<file path="src/rtl/fqr_pkg.sv">
package fqr_pkg;
  localparam int unsigned BUS_BYTES = 4;
  localparam int unsigned WID_W     = 3;

  typedef enum logic {
    MODE_QUERY = 1'b0,
    MODE_IDENT = 1'b1
  } fqr_mode_e;

  function automatic logic width_ok(input logic [WID_W-1:0] w);
    return (w == 3'd1) || (w == 3'd2) || (w == 3'd4);
  endfunction

  function automatic logic [1:0] width_lg(input logic [WID_W-1:0] w);
    case (w)
      3'd2:    return 2'd1;
      3'd4:    return 2'd2;
      default: return 2'd0;
    endcase
  endfunction
endpackage

</file>
<file path="src/rtl/fqr_table.sv">
module fqr_table #(
  parameter int unsigned IDX_W     = 16,
  parameter int unsigned DEPTH     = 82,
  parameter logic [7:0]  FILL_BYTE = 8'h00
) (
  input  logic [IDX_W-1:0] idx_i,
  output logic [7:0]       data_o
);
  always_comb begin
    if (idx_i >= IDX_W'(DEPTH)) begin
      data_o = 8'h00;
    end else begin
      case (idx_i)
        IDX_W'(8'h10): data_o = 8'h51;
        IDX_W'(8'h11): data_o = 8'h52;
        IDX_W'(8'h12): data_o = 8'h59;
        IDX_W'(8'h13): data_o = 8'h01;
        IDX_W'(8'h14): data_o = 8'h00;
        default:       data_o = FILL_BYTE;
      endcase
    end
  end
endmodule

</file>
<file path="src/rtl/fqr_lane.sv">
// One bank-wide response for chunk SLOT of a (possibly wider) access.
module fqr_lane
  import fqr_pkg::*;
#(
  parameter int unsigned ADDR_W    = 16,
  parameter int unsigned DEPTH     = 82,
  parameter logic [7:0]  FILL_BYTE = 8'h00,
  parameter int unsigned SLOT      = 0
) (
  input  logic [ADDR_W-1:0]      addr_i,
  input  logic                   mode_i,
  input  logic [WID_W-1:0]       bank_w_i,
  input  logic [WID_W-1:0]       dev_w_i,
  input  logic [WID_W-1:0]       max_w_i,
  input  logic [15:0]            mfr_code_i,
  input  logic [15:0]            dev_code_i,
  output logic [BUS_BYTES*8-1:0] resp_o
);
  logic [ADDR_W-1:0] slot_addr;
  logic [2:0]        shamt;
  logic [ADDR_W-1:0] idx;
  logic [7:0]        tbl_byte;
  logic [15:0]       code;
  logic [1:0]        dev_mask;

  assign slot_addr = addr_i + (ADDR_W'(SLOT) << width_lg(bank_w_i));
  assign shamt     = {1'b0, width_lg(bank_w_i)} + {1'b0, width_lg(max_w_i)}
                   - {1'b0, width_lg(dev_w_i)};
  assign idx       = slot_addr >> shamt;
  // byte position within a device lane: 1->0, 2->1, 4->3
  assign dev_mask  = dev_w_i[1:0] - 2'd1;

  fqr_table #(
    .IDX_W    (ADDR_W),
    .DEPTH    (DEPTH),
    .FILL_BYTE(FILL_BYTE)
  ) u_table (
    .idx_i (idx),
    .data_o(tbl_byte)
  );

  always_comb begin
    case (idx[7:0])
      8'd0:    code = mfr_code_i;
      8'd1:    code = dev_code_i;
      default: code = 16'h0000;
    endcase
  end

  for (genvar b = 0; b < BUS_BYTES; b++) begin : g_byte
    logic [1:0] pos;
    assign pos = 2'(b) & dev_mask;
    always_comb begin
      if (mode_i == MODE_IDENT) begin
        resp_o[b*8 +: 8] = (pos == 2'd0) ? code[7:0] :
                           (pos == 2'd1) ? code[15:8] : 8'h00;
      end else if (dev_w_i == max_w_i) begin
        resp_o[b*8 +: 8] = (pos == 2'd0) ? tbl_byte : 8'h00;
      end else if (dev_w_i == 3'd1) begin
        resp_o[b*8 +: 8] = tbl_byte;  // narrow mode: repeat, not pad
      end else begin
        resp_o[b*8 +: 8] = 8'h00;
      end
    end
  end
endmodule

</file>
<file path="src/rtl/flash_query_resp.sv">
module flash_query_resp
  import fqr_pkg::*;
#(
  parameter int unsigned ADDR_W    = 16,
  parameter int unsigned DEPTH     = 82,
  parameter logic [7:0]  FILL_BYTE = 8'h00
) (
  input  logic                   clk_i,
  input  logic                   rst_ni,
  input  logic                   rd_i,
  input  logic                   mode_i,
  input  logic [ADDR_W-1:0]      addr_i,
  input  logic [2:0]             bank_w_i,
  input  logic [2:0]             dev_w_i,
  input  logic [2:0]             max_w_i,
  input  logic [2:0]             acc_w_i,
  input  logic [15:0]            mfr_code_i,
  input  logic [15:0]            dev_code_i,
  output logic [31:0]            rdata_o
);
  localparam int unsigned DW = BUS_BYTES * 8;

  logic [BUS_BYTES-1:0][DW-1:0] chunk;
  logic [DW-1:0]                word_d;
  logic                         cfg_ok;

  for (genvar k = 0; k < BUS_BYTES; k++) begin : g_slot
    fqr_lane #(
      .ADDR_W   (ADDR_W),
      .DEPTH    (DEPTH),
      .FILL_BYTE(FILL_BYTE),
      .SLOT     (k)
    ) u_lane (
      .addr_i    (addr_i),
      .mode_i    (mode_i),
      .bank_w_i  (bank_w_i),
      .dev_w_i   (dev_w_i),
      .max_w_i   (max_w_i),
      .mfr_code_i(mfr_code_i),
      .dev_code_i(dev_code_i),
      .resp_o    (chunk[k])
    );
  end

  assign cfg_ok = width_ok(bank_w_i) && width_ok(dev_w_i) && width_ok(max_w_i)
               && width_ok(acc_w_i) && (dev_w_i <= bank_w_i) && (dev_w_i <= max_w_i);

  always_comb begin
    logic [1:0] ck;
    logic [1:0] cb;
    word_d = '0;
    for (int p = 0; p < BUS_BYTES; p++) begin
      ck = 2'(p) >> width_lg(bank_w_i);
      cb = 2'(p) & (bank_w_i[1:0] - 2'd1);
      if (cfg_ok && (3'(p) < acc_w_i)) begin
        word_d[p*8 +: 8] = chunk[ck][cb*8 +: 8];
      end
    end
  end

  always_ff @(posedge clk_i or negedge rst_ni) begin
    if (!rst_ni) begin
      rdata_o <= '0;
    end else if (rd_i) begin
      rdata_o <= word_d;
    end
  end
endmodule

</file>
<file path="config.mk">
export PLATFORM = sky130hd
export DESIGN_NAME = flash_query_resp
export DESIGN_NICKNAME = d
export VERILOG_FILES = /design/src/rtl/fqr_pkg.sv /design/src/rtl/fqr_table.sv /design/src/rtl/fqr_lane.sv /design/src/rtl/flash_query_resp.sv
export SDC_FILE = /design/constraint.sdc
export NUM_CORES = 1
export LEC_CHECK = 0
export BUFFER_PORTS_ARGS = -buffer_cell sky130_fd_sc_hd__buf_4
export CAP_MARGIN = 20
export CORE_MARGIN = 8
export CORE_UTILIZATION = 35
export DETAILED_ROUTE_END_ITERATION = 6
export SYNTH_ARGS = -nofsm -noshare
export SYNTH_HDL_FRONTEND = slang
export SYNTH_SLANG_ARGS = --single-unit
</file>
<file path="constraint.sdc">
create_clock -name clk_i -period 0.9 [get_ports clk_i]
set_input_delay 0.045 -clock clk_i [delete_from_list [all_inputs] [get_ports clk_i]]
set_output_delay 0.045 -clock clk_i [all_outputs]
set_load 0.03 [all_outputs]
</file>
==> results of run 1 <==
==> metal layers <==
metal  vias up  share of wire  global-route usage  wire (um)
met3       107           0.11             0.07014       5488
met2       736           0.43              0.4866      21700
met5         -              0                   0          0
met1      6309           0.43              0.4423      21950
li1       5853              -                   -          -
met4         0          0.032             0.08768       1610
==> timing repair <==
item,4_1_cts,5_1_grt
resized for setup,58,97
setup buffers,11,22
hold buffers,1,0
endpoints found under the hold margin,32,0
endpoints found under the setup margin,36,52
gates cloned,0,1
pin swaps,27,23
==> power by group through the flow <==
stage	logic, mW	registers (mW)	clock network (mW)
floorplan	6.12	1.47	0
detailed placement	11.2	1.47	0
finish	12.7	1.44	1.95
CTS	11.6	1.44	1.97
global placement	11.2	1.47	0
global route	13.4	1.44	2.06
==> critical path, delay by kind of cell <==
| kind | cells | cell delay, ns |
|---|---|---|
| buffers and inverters | 3 | 0.30 |
| AO/OA/AOI/OAI | 6 | 1.03 |
| AND/OR/NAND/NOR | 6 | 2.13 |
| adder cells (fa/ha/maj) | 3 | 1.10 |
==> cells in the mapped netlist (all sizes together) (20+ instances only) <==
cell type	number
mux2i	70
nor2	97
nand4	20
nand2	130
o21ai	70
ha	26
or3	21
a211oi	25
a21oi	75
dfrtp	32
nand3	46
o211ai	25
clkbuf	65
buf	35
inv	31
xnor2	24
nor3	52
==> how the worst min path moves through the flow <==
stage             endpoint  slack (ns)  cells after the start
2_1_floorplan   rdata_o[0]       -0.25                      0
3_3_place_gp    rdata_o[5]       0.007                      1
3_5_place_dp    rdata_o[5]        0.02                      1
4_1_cts        rdata_o[31]        0.19                      3
5_1_grt        rdata_o[31]        0.20                      3
6_report       rdata_o[31]        0.19                      3
==> through the flow <==
step / std cells / utilization / area (um2) / total power, mW / hold slack (ns)
global placement: 2053 / 0.5585 / 13580 / 12.67 / 0.006991
floorplan: 1233 / - / 9255 / 7.594 / -0.2506
CTS: 2071 / 0.5782 / 14060 / 15.01 / 0.1903
detailed placement: 2053 / 0.5585 / 13580 / 12.71 / 0.01568
global route: 2092 / 0.6045 / 14700 / 16.87 / 0.1987
finish: 2092 / 0.6045 / 14700 / 16.10 / 0.1934
==> cell type report <==
cell class / count / area (um2)
multi-input combinational: 1067 / 8177
clock buffer: 6 / 128.9
timing repair buffer: 626 / 5004
clock inverter: 2 / 35.03
inverter: 35 / 151.4
tap: 324 / 405.4
fill: 2245 / 9618
sequential: 32 / 800.8
==> kinds of logic (layout without fill, tap and decap cells) <==
kind of cell | count (synthesis) | count (layout) | share of synthesized area
other | 1 | 2 | 0.0004316
buffers and inverters | 135 | 669 | 0.07330
xor gates and xnor gates | 36 | 36 | 0.03715
and+or+nand+nor | 486 | 486 | 0.2833
AOI/OAI and AO/OA | 419 | 420 | 0.3488
muxes | 91 | 91 | 0.1169
adders and majority gates | 32 | 32 | 0.04796
DFF | 32 | 32 | 0.09217
==> summary.md, run 1 <==
| Metric | Value |
|---|---|
| Setup-violating endpoint count in the final report | `36` |
| DR vias | `13005` |
| Vias in the first global route | `12456` |
| H-tree depth | `2` |
| Root Driver | `clkbuf_16` |
| Min Tclk post-route | `4.389 ns` |
| RD Place Congestion | `0.9970` |
| DR pass1 iterations | `7` |
| Leakage power | `6.517 nW` |
| Commonest non-fill, non-tap cell in the layout | `buf_4` |
| Worst-path clk slew | `0.05 ns` |
| Failing checks | `setup timing` |
| Nets@finish | `1860` |
| Post-synth EDFFs | `0` |
| Post-route ant nets | `0` |
| FF-to-FF setup slack | `-0.43 ns` |
| Number of vias per cell | `6.217` |
| Area grow syn2layout | `69.21%` |
| FP Rows | `57` |
| CTS buffer count | `5` |
| Commonest cells after routing, fill and taps aside | `573 x buf_4, 125 x nand2_1, 86 x nor2_1` |
| Clk_lat worst skew | `0.28 ns` |
| Die Width | `173.6 um` |
| PD cells | `1095 mW/mm2` |
| First-pass GRT wire length | `75.46 mm` |
| Critical path type | `in -> reg` |
| Fmax | `0.2278 GHz` |
| Post-DP HPWL | `41.52 mm` |
| Final Hold Fails | `0` |
| Most used cell, CP | `or4b_4` |
| CP Launch Point | `max_w_i[2]` |
| Max rail drop VDD | `0.6475 mV` |
| Slew Limit Fails | `0` |
| Internal power | `8.742 mW` |
| Wire per inst | `24.26 um` |
| Yosys top cell by area | `dfrtp_1` |
| Post-synth ARST share | `1.000` |
| CTS Buffer Depth | `2` |
| I/O pin count | `96` |
| Synth warnings | `0` |
| Tot GR Track Use | `0.3189` |
| Dpl ws | `-3.931 ns` |
| CP Capture Type | `flip-flop` |
| RSZ-0062 raised after global routing | `true` |
| Worst EP arrival | `4.61 ns` |
| Port Buffers | `95` |
| Biggest regs | `rdata_o: 32 flops` |
| Seq/Total Area, Yosys | `0.09217` |
| Outcome | `complete, but fails checks` |
| Hold Startpoint | `rd_i` |
| Initial DRC count | `1611` |
| Mapped Cells | `1232` |
| Crit path to | `rdata_o[24]` |
| # clock sinks | `32` |
| Post-Route Skew | `0 ns` |
| CP max FO | `6` |
| Register bit total from synthesis | `32` |
| Relative slew margins | `0.5243` |
| Post-synth top area share | `0.09217` |
| Max cap viols | `0` |
| Largest net degree at the start of global routing | `38` |
| Initial Utilization | `0.3573` |
| PnR worst setup slack | `-3.489 ns` |
| Period utilisation layout | `4.877` |
| # DRC | `0` |
| Worst endpoint required time | `1.12 ns` |
| Inserted Diodes | `0` |
| Logic pwr share | `0.789` |
| Synth unique cells | `94` |
| Mapped Area | `0.008688 mm2` |
| Element type at the critical path start | `primary input` |
| Reg-to-reg endpoint | `rdata_o[24]` |
| Worst-path cell chain | `buf_6 -> or3_1 -> ha_1 -> inv_2 -> ha_4 -> fa_2 -> o211ai_1 -> or4b_4 -> a2111oi_4 -> a2111o_1 -> nand4_1 -> or4b_4 -> buf_8 -> nor3b_4 -> a21oi_2 -> or3b_4 -> o311ai_2 -> o22a_1` |
| Clock power share | `0.121` |
| Antenna violations before repair | `0` |
| Worst hold path type | `in -> reg` |
| Final wirelength | `50.75 mm` |
| Top FF cell, synth | `dfrtp_1` |
| Synth Area per Inst | `7.052 um2` |
| Worst R2R Path Depth | `6` |
| Die height | `173.6 um` |
| Top reg by flops | `rdata_o` |
| Layout cell share with drive strength beyond 1 | `0.4627` |
| Sw Share | `0.4571` |
| Top cells by area, synth | `dfrtp_1 9.2%, mux2i_1 8.1%, nand2_1 5.6%` |
| Reg2reg start | `rdata_o[24]` |
| Max reg flops | `32` |
| Core area | `0.02432 mm2` |
| CTS tree | `built` |
| GR Overflow Total | `0` |
| Worst-margin pin slew | `0.7136 ns` |
| Critical-path top delay cell | `fa_2` |
| Die Area | `0.03012 mm2` |
| CP peak stage delay | `0.66 ns` |
| P_sw | `7.360 mW` |
| Final setup TNS | `-100.94 ns` |
| Seq pwr share | `0.090` |
No activity file was read; power rests on OpenSTA's default activity.
==> inputs of run 2 (changes only) <==
- GPL_TIMING_DRIVEN: default -> 0
- TNS_END_PERCENT: default -> 50
==> run 2 against run 1 <==
- the flow finishes with violations (DRC, setup timing)
- non-clock buffer count shrank 293
- core utilization decreased by 4.4 points
- largest power group unchanged
- combinational power rose by 4%
- clock skew did not move
- final cell count fell by 14%
- flip-flop and latch count unchanged
- die area unchanged
- sequential share of layout area is 0.43 points higher
==> summary.md, run 2 (synthesized netlist as in run 1, its figures left out) <==
| Metric | Value |
|---|---|
| Relative slew margins | `0.3670 (-0.1572)` |
| DR vias | `12644 (-2.8%)` |
| Area of the multi-input gates | `0.009097 mm2 (+11%)` |
| Area grow syn2layout | `56.93%` |
| Initial Utilization | `0.3573 (unchanged)` |
| Worst endpoint required time | `1.10 ns (-0.02 ns)` |
| Layout cell share with drive strength beyond 1 | `0.4169 (-0.04572)` |
| Commonest non-fill, non-tap cell in the layout | `buf_4` |
| Commonest cells after routing, fill and taps aside | `184 x buf_4, 121 x nand2_1, 75 x nor2_1` |
| Final wirelength | `54.76 mm (+7.9%)` |
| Post-route cell area | `0.01363 mm2 (-7.3%)` |
| Worst-margin pin slew | `0.9475 ns (+0.2339 ns)` |
| Worst-path clk slew | `0.05 ns (about the same)` |
| Max cap viols | `0 (unchanged)` |
| First-pass GRT wire length | `78.09 mm (+3.5%)` |
| Reg-to-reg endpoint | `rdata_o[24]` |
| Die Area | `0.03012 mm2 (unchanged)` |
| Vias in the first global route | `11812 (-5.2%)` |
| Inserted Diodes | `0 (unchanged)` |
| Leakage power | `5.190 nW (-20%)` |
| CTS buffer count | `5 (unchanged)` |
| Core area | `0.02432 mm2 (unchanged)` |
| FF/Latch Area | `800.8 um2 (unchanged)` |
| Outcome | `complete, but fails checks` |
| CTS tree | `built` |
| Clk_lat worst skew | `0.28 ns (about the same)` |
| CP max FO | `3 (-3)` |
| Final Hold Fails | `0 (unchanged)` |
| FP Rows | `57 (unchanged)` |
| Max reg flops | `32 (unchanged)` |
| I/O pin count | `96 (unchanged)` |
| # clock sinks | `32 (unchanged)` |
| Post-route ant nets | `0 (unchanged)` |
| Port Buffers | `91 (-4.2%)` |
| Failing checks | `DRC, setup timing` |
| Slew Limit Fails | `0 (unchanged)` |
| Cells after DPL | `1649 (-20%)` |
| Root Driver | `clkbuf_16` |
| Largest net degree at the start of global routing | `33 (-13%)` |
| CP Capture Type | `flip-flop` |
| Crit path to | `rdata_o[28]` |
| Period utilisation layout | `5.217 (+0.3407)` |
| RSZ-0062 raised after global routing | `true` |
| PD cells | `1216 mW/mm2 (+11%)` |
| Die Width | `173.6 um (unchanged)` |
| Reg2reg start | `rdata_o[24]` |
| Initial DRC count | `1878 (+17%)` |
| Antenna violations before repair | `0 (unchanged)` |
| FF-to-FF setup slack | `-0.51 ns (-0.08 ns)` |
| Die height | `173.6 um (unchanged)` |
| Min Tclk post-route | `4.696 ns (+0.3066 ns)` |
| Critical path type | `in -> reg` |
| Fin util | `0.5606 (-0.04388)` |
| Fmax | `0.2130 GHz (-6.5%)` |
| H-tree depth | `2 (unchanged)` |
| Nets@finish | `1567 (-16%)` |
| Biggest regs | `rdata_o: 32 flops` |
| Wire per inst | `30.44 um (+25%)` |
| # DRC | `19 (+19)` |
| Element type at the critical path start | `primary input` |
| Worst EP arrival | `4.89 ns (+0.28 ns)` |
| RD Place Congestion | `1.038 (+4.1%)` |
| Post-DP HPWL | `39.94 mm (-3.8%)` |
| DR pass1 iterations | `7 (unchanged)` |
| Final setup TNS | `-109.05 ns (-8.117 ns)` |
| Design Power | `16.58 mW (+3.0%)` |
| Post-route insts no fill | `1799 (-14%)` |
| GR Overflow Total | `0 (unchanged)` |
| Setup-violating endpoint count in the final report | `33 (-8.3%)` |
| CP Launch Point | `bank_w_i[0]` |
| Area after DPL | `0.01028 mm2 (-24%)` |
| Fillers | `2273 (+1.2%)` |
| Top reg by flops | `rdata_o` |
| Dpl ws | `-5.732 ns (-1.801 ns)` |
| CTS Buffer Depth | `2 (unchanged)` |
| PnR worst setup slack | `-3.796 ns (-0.3066 ns)` |
| Tot GR Track Use | `0.3369 (+0.01808)` |
| Max rail drop VDD | `0.8551 mV (+32%)` |
| Number of vias per cell | `7.028 (+13%)` |
| Fin Hold WS | `0.09763 ns (-0.09573 ns)` |
| Hold Startpoint | `rd_i` |
| Worst R2R Path Depth | `5 (-1)` |
| Post-Route Skew | `0 ns (unchanged)` |
| Worst hold path type | `in -> reg` |
[run 2: cell count changes in the layout (fill, tap and decap cells not counted), sizes merged]
cell      change
inv           -1
clkinvlp      +2
buf         -351
clkbuf       +57
[run 2: power breakdown]
part	switching, mW	total, mW	internal [mW]
sequential	0.00200	1.44	1.44
combinational	7.58	13.2	5.60
clock	0.654	1.95	1.30
total	8.24	16.6	8.34
[run 2: layout make-up]
type	instances	area share
Clock buffer	5	0.009177
Inverter	35	0.01312
Buffer	94	0.06148
Timing Repair Buffer	239	0.1574
Clock inverter	3	0.003120
Sequential cell	32	0.05873
Tap cell	324	0.02973
Multi-Input combinational cell	1067	0.6672
[run 2: worst max-delay path, stage by stage]
cell	delay, ns
buf_12	0.08
clkinvlp_4	0.13
ha_4	0.20
nand2b_4	0.14
inv_8	0.05
buf_8	0.12
clkbuf_16	0.15
ha_4	0.16
fa_2	0.63
o211ai_1	0.12
or4b_4	0.54
a2111oi_4	0.34
a2111o_1	0.18
nand4_1	0.11
or4b_4	0.60
buf_12	0.16
nor4_4	0.25
buf_4	0.19
a21oi_4	0.05
a211oi_4	0.26
a311oi_2	0.11
o2bb2ai_1	0.23
[run 2: worst min-delay path by stage]
stage / cells after the start / end / slack (ns)
CTS: 2 / rdata_o[31] / 0.12
global route: 2 / rdata_o[30] / 0.11
detailed placement: 1 / rdata_o[5] / 0.01
finish: 2 / rdata_o[30] / 0.1
floorplan: 0 / rdata_o[0] / -0.25
global placement: 1 / rdata_o[7] / 0.007
[run 2: metal layers]
metal | part of all wire | GRT usage | wire length, um | vias up
li1 | - | - | - | 5270
met1 | 0.40 | 0.4572 | 21650 | 6068
met2 | 0.41 | 0.4926 | 22620 | 1067
met3 | 0.14 | 0.09562 | 7577 | 239
met4 | 0.053 | 0.1333 | 2907 | 0
met5 | 0 | 0 | 0 | -
[run 2: repair_timing]
item | CTS | global route
pin swaps | 101 | 98
setup endpoints to repair | 37 | 52
setup buffers | 88 | 58
hold buffers | 1 | 0
resized for setup | 241 | 199
endpoints found under the hold margin | 32 | 0
cloned | 1 | 1
